`config.mk`:
```
export PLATFORM = sky130hd
export DESIGN_NAME = nal_delimiter
export DESIGN_NICKNAME = d
export VERILOG_FILES = /design/src/rtl/nal_pkg.sv /design/src/rtl/nal_ctrl.sv /design/src/rtl/nal_dp.sv /design/src/rtl/nal_delimiter.sv
export SDC_FILE = /design/constraint.sdc
export NUM_CORES = 1
export LEC_CHECK = 0
export CORE_MARGIN = 2
export CORE_UTILIZATION = 60
export CTS_BUF_LIST = sky130_fd_sc_hd__clkbuf_8
export CTS_CLUSTER_SIZE = 24
export DETAILED_ROUTE_END_ITERATION = 7
export GPL_ROUTABILITY_DRIVEN = 0
export PLACE_DENSITY = 0.84
export SLEW_MARGIN = 20
export SYNTH_ARGS = -nofsm -noshare
export SYNTH_HDL_FRONTEND = slang
export SYNTH_SLANG_ARGS = --single-unit
```
`constraint.sdc`:
```
create_clock -name clk -period 5.5 [get_ports clk]
set_input_delay 0.55 -clock clk [delete_from_list [all_inputs] [get_ports clk]]
set_output_delay 0.55 -clock clk [all_outputs]
set_load 0.02 [all_outputs]
```
`src/rtl/nal_pkg.sv`:
```
package nal_pkg;

  typedef enum logic [2:0] {
    ST_HUNT,
    ST_HDR,
    ST_UNIT,
    ST_REL,
    ST_FIN
  } nal_state_e;

  typedef struct packed {
    logic zcInc;
    logic zcDec;
    logic zcClr;
    logic hdrLoad;
    logic pendFromIn;
    logic pendFromHeld;
    logic pendZero;
    logic heldLoad;
    logic emit;
    logic emitEou;
  } nal_strobe_t;

endpackage

```
`src/rtl/nal_ctrl.sv`:
```
module nal_ctrl
  import nal_pkg::*;
(
  input  logic        clk,
  input  logic        rst,
  input  logic        inValid,
  input  logic        inLast,
  input  logic        isZero,
  input  logic        isOne,
  input  logic        zcZero,
  input  logic        zcGe2,
  input  logic        canEmit,
  output logic        inReady,
  output nal_strobe_t stb
);

  nal_state_e st, nxt;
  logic heldLast, heldLastNxt;
  logic acc;

  assign acc = inValid && inReady;

  always_comb begin
    stb         = '0;
    nxt         = st;
    heldLastNxt = heldLast;
    inReady     = 1'b0;
    unique case (st)
      ST_HUNT: begin
        inReady = 1'b1;
        if (acc) begin
          // leading garbage is dropped; only the zero run is tracked
          if (isOne && zcGe2) begin
            stb.zcClr = 1'b1;
            if (!inLast) nxt = ST_HDR;
          end else if (isZero && !inLast) begin
            stb.zcInc = 1'b1;
          end else begin
            stb.zcClr = 1'b1;
          end
        end
      end
      ST_HDR: begin
        inReady = 1'b1;
        if (acc) begin
          stb.hdrLoad    = 1'b1;
          stb.pendFromIn = 1'b1;
          nxt = inLast ? ST_FIN : ST_UNIT;
        end
      end
      ST_UNIT: begin
        inReady = canEmit;
        if (acc) begin
          if (isOne && zcGe2) begin
            stb.emit    = 1'b1;
            stb.emitEou = 1'b1;
            stb.zcClr   = 1'b1;
            nxt = inLast ? ST_HUNT : ST_HDR;
          end else if (isZero && inLast) begin
            stb.heldLoad = 1'b1;
            heldLastNxt  = 1'b1;
            nxt = ST_REL;
          end else if (isZero) begin
            stb.zcInc = 1'b1;
          end else if (!zcZero) begin
            stb.heldLoad = 1'b1;
            heldLastNxt  = inLast;
            nxt = ST_REL;
          end else begin
            stb.emit       = 1'b1;
            stb.pendFromIn = 1'b1;
            if (inLast) nxt = ST_FIN;
          end
        end
      end
      ST_REL: begin
        if (canEmit) begin
          stb.emit = 1'b1;
          if (!zcZero) begin
            stb.zcDec    = 1'b1;
            stb.pendZero = 1'b1;
          end else begin
            stb.pendFromHeld = 1'b1;
            nxt = heldLast ? ST_FIN : ST_UNIT;
          end
        end
      end
      ST_FIN: begin
        if (canEmit) begin
          stb.emit    = 1'b1;
          stb.emitEou = 1'b1;
          nxt = ST_HUNT;
        end
      end
      default: nxt = ST_HUNT;
    endcase
  end

  always_ff @(posedge clk) begin
    if (rst) begin
      st       <= ST_HUNT;
      heldLast <= 1'b0;
    end else begin
      st       <= nxt;
      heldLast <= heldLastNxt;
    end
  end

endmodule

```
`src/rtl/nal_dp.sv`:
```
module nal_dp
  import nal_pkg::*;
#(
  parameter int LEN_W = 24,
  parameter int ZC_W  = 16
) (
  input  logic             clk,
  input  logic             rst,
  input  nal_strobe_t      stb,
  input  logic [7:0]       inData,
  input  logic             outReady,
  output logic             isZero,
  output logic             isOne,
  output logic             zcZero,
  output logic             zcGe2,
  output logic             canEmit,
  output logic [7:0]       outData,
  output logic             outValid,
  output logic             outSou,
  output logic             outEou,
  output logic [4:0]       outType,
  output logic [1:0]       outRef,
  output logic [LEN_W-1:0] outLen,
  output logic             hdrErr
);

  localparam logic [LEN_W-1:0] LEN_MAX = {LEN_W{1'b1}};
  localparam logic [ZC_W-1:0]  ZC_MAX  = {ZC_W{1'b1}};

  logic [7:0]       pend, held;
  logic [ZC_W-1:0]  zc;
  logic [LEN_W-1:0] cnt, nextLen;
  logic [4:0]       hdrType;
  logic [1:0]       hdrRef;
  logic             first;

  assign isZero  = (inData == 8'h00);
  assign isOne   = (inData == 8'h01);
  assign zcZero  = (zc == '0);
  assign zcGe2   = (zc >= ZC_W'(2));
  assign canEmit = !outValid || outReady;
  assign nextLen = (cnt == LEN_MAX) ? LEN_MAX : cnt + LEN_W'(1);

  always_ff @(posedge clk) begin
    if (rst) begin
      pend     <= '0;
      held     <= '0;
      zc       <= '0;
      cnt      <= '0;
      hdrType  <= '0;
      hdrRef   <= '0;
      first    <= 1'b0;
      hdrErr   <= 1'b0;
      outValid <= 1'b0;
      outData  <= '0;
      outSou   <= 1'b0;
      outEou   <= 1'b0;
      outType  <= '0;
      outRef   <= '0;
      outLen   <= '0;
    end else begin
      if (stb.zcClr)                      zc <= '0;
      else if (stb.zcInc && zc != ZC_MAX) zc <= zc + ZC_W'(1);
      else if (stb.zcDec)                 zc <= zc - ZC_W'(1);

      if (stb.heldLoad) held <= inData;

      if (stb.hdrLoad) begin
        hdrType <= inData[4:0];
        hdrRef  <= inData[6:5];
        first   <= 1'b1;
        cnt     <= '0;
        if (inData[7]) hdrErr <= 1'b1;
      end

      if (stb.pendFromIn)        pend <= inData;
      else if (stb.pendFromHeld) pend <= held;
      else if (stb.pendZero)     pend <= 8'h00;

      if (stb.emit) begin
        outValid <= 1'b1;
        outData  <= pend;
        outSou   <= first;
        outEou   <= stb.emitEou;
        outLen   <= nextLen;
        outType  <= hdrType;
        outRef   <= hdrRef;
        first    <= 1'b0;
        cnt      <= stb.emitEou ? '0 : nextLen;
      end else if (outReady) begin
        outValid <= 1'b0;
      end
    end
  end

endmodule

```
`src/rtl/nal_delimiter.sv`:
```
module nal_delimiter
  import nal_pkg::*;
#(
  parameter int LEN_W = 24,
  parameter int ZC_W  = 16
) (
  input  logic             clk,
  input  logic             rst,
  input  logic [7:0]       inData,
  input  logic             inValid,
  input  logic             inLast,
  output logic             inReady,
  output logic [7:0]       outData,
  output logic             outValid,
  input  logic             outReady,
  output logic             outSou,
  output logic             outEou,
  output logic [4:0]       outType,
  output logic [1:0]       outRef,
  output logic [LEN_W-1:0] outLen,
  output logic             hdrErr
);

  nal_strobe_t stb;
  logic isZero, isOne, zcZero, zcGe2, canEmit;

  nal_ctrl u_ctrl (
    .clk     (clk),
    .rst     (rst),
    .inValid (inValid),
    .inLast  (inLast),
    .isZero  (isZero),
    .isOne   (isOne),
    .zcZero  (zcZero),
    .zcGe2   (zcGe2),
    .canEmit (canEmit),
    .inReady (inReady),
    .stb     (stb)
  );

  nal_dp #(.LEN_W(LEN_W), .ZC_W(ZC_W)) u_dp (
    .clk      (clk),
    .rst      (rst),
    .stb      (stb),
    .inData   (inData),
    .outReady (outReady),
    .isZero   (isZero),
    .isOne    (isOne),
    .zcZero   (zcZero),
    .zcGe2    (zcGe2),
    .canEmit  (canEmit),
    .outData  (outData),
    .outValid (outValid),
    .outSou   (outSou),
    .outEou   (outEou),
    .outType  (outType),
    .outRef   (outRef),
    .outLen   (outLen),
    .hdrErr   (hdrErr)
  );

endmodule

```
==> run metrics <==
number of global-route vias before repair=4888; Clk Latency, worst-skew pair=0.38 ns; part of the power in combinational logic=2.6%; Slew Limit Fails=0; pwr/cell area=212 nW/um^2; clk slew on worst S/H paths=0.10 ns; clock sinks=111; post-synthesis sequential area ratio=39.7%; final wirelength=13100 um; wire per inst=15.2 um; FP Rows=35; worst ir drop on vdd=0.153 mV; RSZ-0062 raised after global routing=false; prevailing post-synth register cell=dfxtp_1; H-tree levels=3; Area after DPL=6150 um^2; Setup CP Type=in2reg; Worst Path Required=5.77 ns; HP Class=reg2reg; worst-path cell chain=clkdlybuf4s50_1 > nor4_2 > and2_1 > nand2_1 > nor3b_4 > inv_1 > ha_1 > a21oi_1 > o211ai_1 > o41a_1 > a221o_1 > o211ai_1 > mux2i_1 > mux2_1; Post-synth ARST share=0%; Die Wd=101 um; P&R area growth vs syn=13.6%; clock power share=37.9%; Netlist Area Pre-Place=5600 um^2; crit-path max cell delay=0.48 ns; CP dominant cell by count=o211ai_1; num ports=57; total grt overflow=0; final setup fails=0; relative slew slack=30.5%; DRT Pass-1 Iters=4; Pleak=2.26 nW; Initial Utilization=61.2%; final hold vios=0; Crit. End Element=flop; Ant. Diodes=0; detailed placement HPWL=9350 um; sw power=0.000317 W; share of cells above drive strength 1=5.73%; Die ar.=10100 um^2; final instance area=6360 um^2; slowest CP cell=clkdlybuf4s50_1; worst path buffer plus inverter count=2; Flop pwr share=59.5%; Net Count, Synth=742; cell-internal power=0.00103 W; largest net degree at the start of global routing=46; Die Ht=101 um; Crit path max-delay family=compound AO/OA/AOI/OAI gates; Overall Global Routing Usage=26.8%; hold_buf cts=0; R2R Setup Slk=1.41 ns; Detail Route Antenna Nets=0; PnR worst setup slack=0.947 ns; Core Box Area=9150 um^2; Sw Ratio=23.5%; crit path from=inData[4]; setup_tns=0 ns; Levels on crit path=14; DRC=0; FF-to-FF End=u_dp.zc[15]$_SDFFE_PP0P_; port buffer count=56; worst r2r src=u_dp.zc[0]$_SDFFE_PP0P_; Worst Skew=0.00828 ns; Synth cell types=61; Final min period=4.55 ns; vias=5218; Starting DRT DRC Count=286; dpl ws=0.655 ns; synth warn=0; global-route wire length before repair=22100 um; max-cap violation count=0; Highest Clock Rate=220 MHz; CTS root buffer=clkbuf_8; Tcrit/Tclk final=82.8%; CP Max Fanout=14; mean post-synth cell area=7.85 um^2; TritonCTS clock tree=yes; arrival time at the worst endpoint=4.82 ns; post-CTS setup repair buffer count=0; initial antenna violation count=0; Overall Power=0.00135 W; status=finished clean; vias per inst=6.06; worst-margin pin slew=1.04 ns; Setup crit start kind=input port; Nets=774; synthesized flop and latch total=111; gate count after technology mapping=713; crit path to=u_dp.zc[15]$_SDFFE_PP0P_; post-CTS resize count=0; CTS Buf Count=9; clock buffer depth=2; Post-synth EDFFs=0; R2R depth=12
-- Yosys cell counts (15+ instances only) --
master	count	area, um^2
nand2_1	111	417
inv_1	18	67.6
o21ai_0	25	125
o21ai_1	15	75.1
nor2_1	87	327
a21oi_1	75	375
nand3_1	27	135
xnor2_1	22	193
nor3_1	16	80.1
ha_1	15	188
clkbuf_1	27	101
dfxtp_1	111	2220
-- per-layer routing --
layer / track usage (%) / part of all wire, % / vias up
met5: 0 / 0 / -
met4: 10.0 / 2.4 / 0
met3: 5.69 / 4.2 / 37
met2: 46.1 / 50 / 164
met1: 33.0 / 44 / 2446
li1: - / - / 2571
-- kinds of logic after synthesis --
group	Yosys count	share of synthesized area (%)
AO/OA/AOI/OAI	176	18.4
flip-flops	111	39.7
XOR/XNOR	28	4.38
multiplexers	15	2.73
buffers and inverters	56	4.16
adder cells (fa/ha/maj)	16	3.71
AND/OR/NAND/NOR	311	26.9
-- cell usage in the layout, fill, tap and decap left out, drive strengths merged, types with 2 or more instances in the layout --
master           n
and2             5
o22ai           13
mux2i           13
clkdlybuf4s50   55
or3              6
nand4b           2
nand2b           3
xor2             6
buf              4
nand4           11
a211oi           4
o211ai           4
nor3            19
mux2             2
o21a             3
o31ai            3
and3             9
nor2b            6
nor2            88
o2bb2ai          2
a311oi           4
a22o             4
nor4             8
inv             20
nand2          111
nor3b            2
o2111ai          2
xnor2           22
clkinvlp         3
ha              15
nand3           27
and4             4
clkbuf           9
or3b             2
dfxtp          111
a21oi           75
o21ai           40
or2              5
a31oi           13
-- layout make-up --
class                           instances  area [um^2]
Multi-Input combinational cell        546         3150
Tap cell                              111          139
Inverter                               18         67.6
Clock inverter                          7         81.3
Sequential cell                       111         2220
Clock buffer                            9          124
Timing Repair Buffer                   59          578
Fill cell                             758         2790
-- worst min path at each step --
stage	startpoint	to	cells after the start
after floorplan	u_dp.pend[0]$_SDFFE_PP0P_	u_dp.outData[0]$_SDFFE_PP0P_	2
after global placement	u_dp.outData[4]$_SDFFE_PP0P_	u_dp.outData[4]$_SDFFE_PP0P_	2
after detailed placement	u_dp.outType[1]$_SDFFE_PP0P_	u_dp.outType[1]$_SDFFE_PP0P_	2
after CTS	u_dp.outType[1]$_SDFFE_PP0P_	u_dp.outType[1]$_SDFFE_PP0P_	2
after global routing	u_dp.outSou$_SDFFE_PP0P_	u_dp.outSou$_SDFFE_PP0P_	2
final	u_dp.outLen[20]$_SDFFE_PP0P_	u_dp.outLen[20]$_SDFFE_PP0P_	2
-- registers in the layout, indices dropped and copies added, names as in the netlist, 2 cells and up --
| signal | count |
|---|---|
| u_dp.zc | 16 |
| u_dp.hdrRef | 2 |
| u_ctrl.st | 3 |
| u_dp.held | 8 |
| u_dp.outData | 8 |
| u_dp.outType | 5 |
| u_dp.outRef | 2 |
| u_dp.outLen | 24 |
| u_dp.pend | 8 |
| u_dp.hdrType | 5 |
| u_dp.cnt | 24 |
-- worst min-delay path, cell delays in order (launching register included) --
cell     delay, ns
dfxtp_1       0.32
nand2_1       0.05
a21oi_1       0.05
-- per-stage QoR --
step	util (%)	hold WS (ns)	cells
floorplan	-	0.437	713
global placement	67.2	0.442	845
detailed placement	67.2	0.445	845
CTS	69.4	0.458	861
global route	69.5	0.478	861
finish	69.5	0.459	861
-- power by group through the flow --
stage               clock network (W)  logic [W]  registers [W]
finish                       0.000511  0.0000348       0.000803
global route                 0.000552  0.0000377       0.000804
CTS                          0.000519  0.0000346       0.000803
detailed placement                  0  0.0000345       0.000822
global placement                    0  0.0000331       0.000822
floorplan                           0  0.0000191       0.000822
Power figures use the tool's default switching activity.
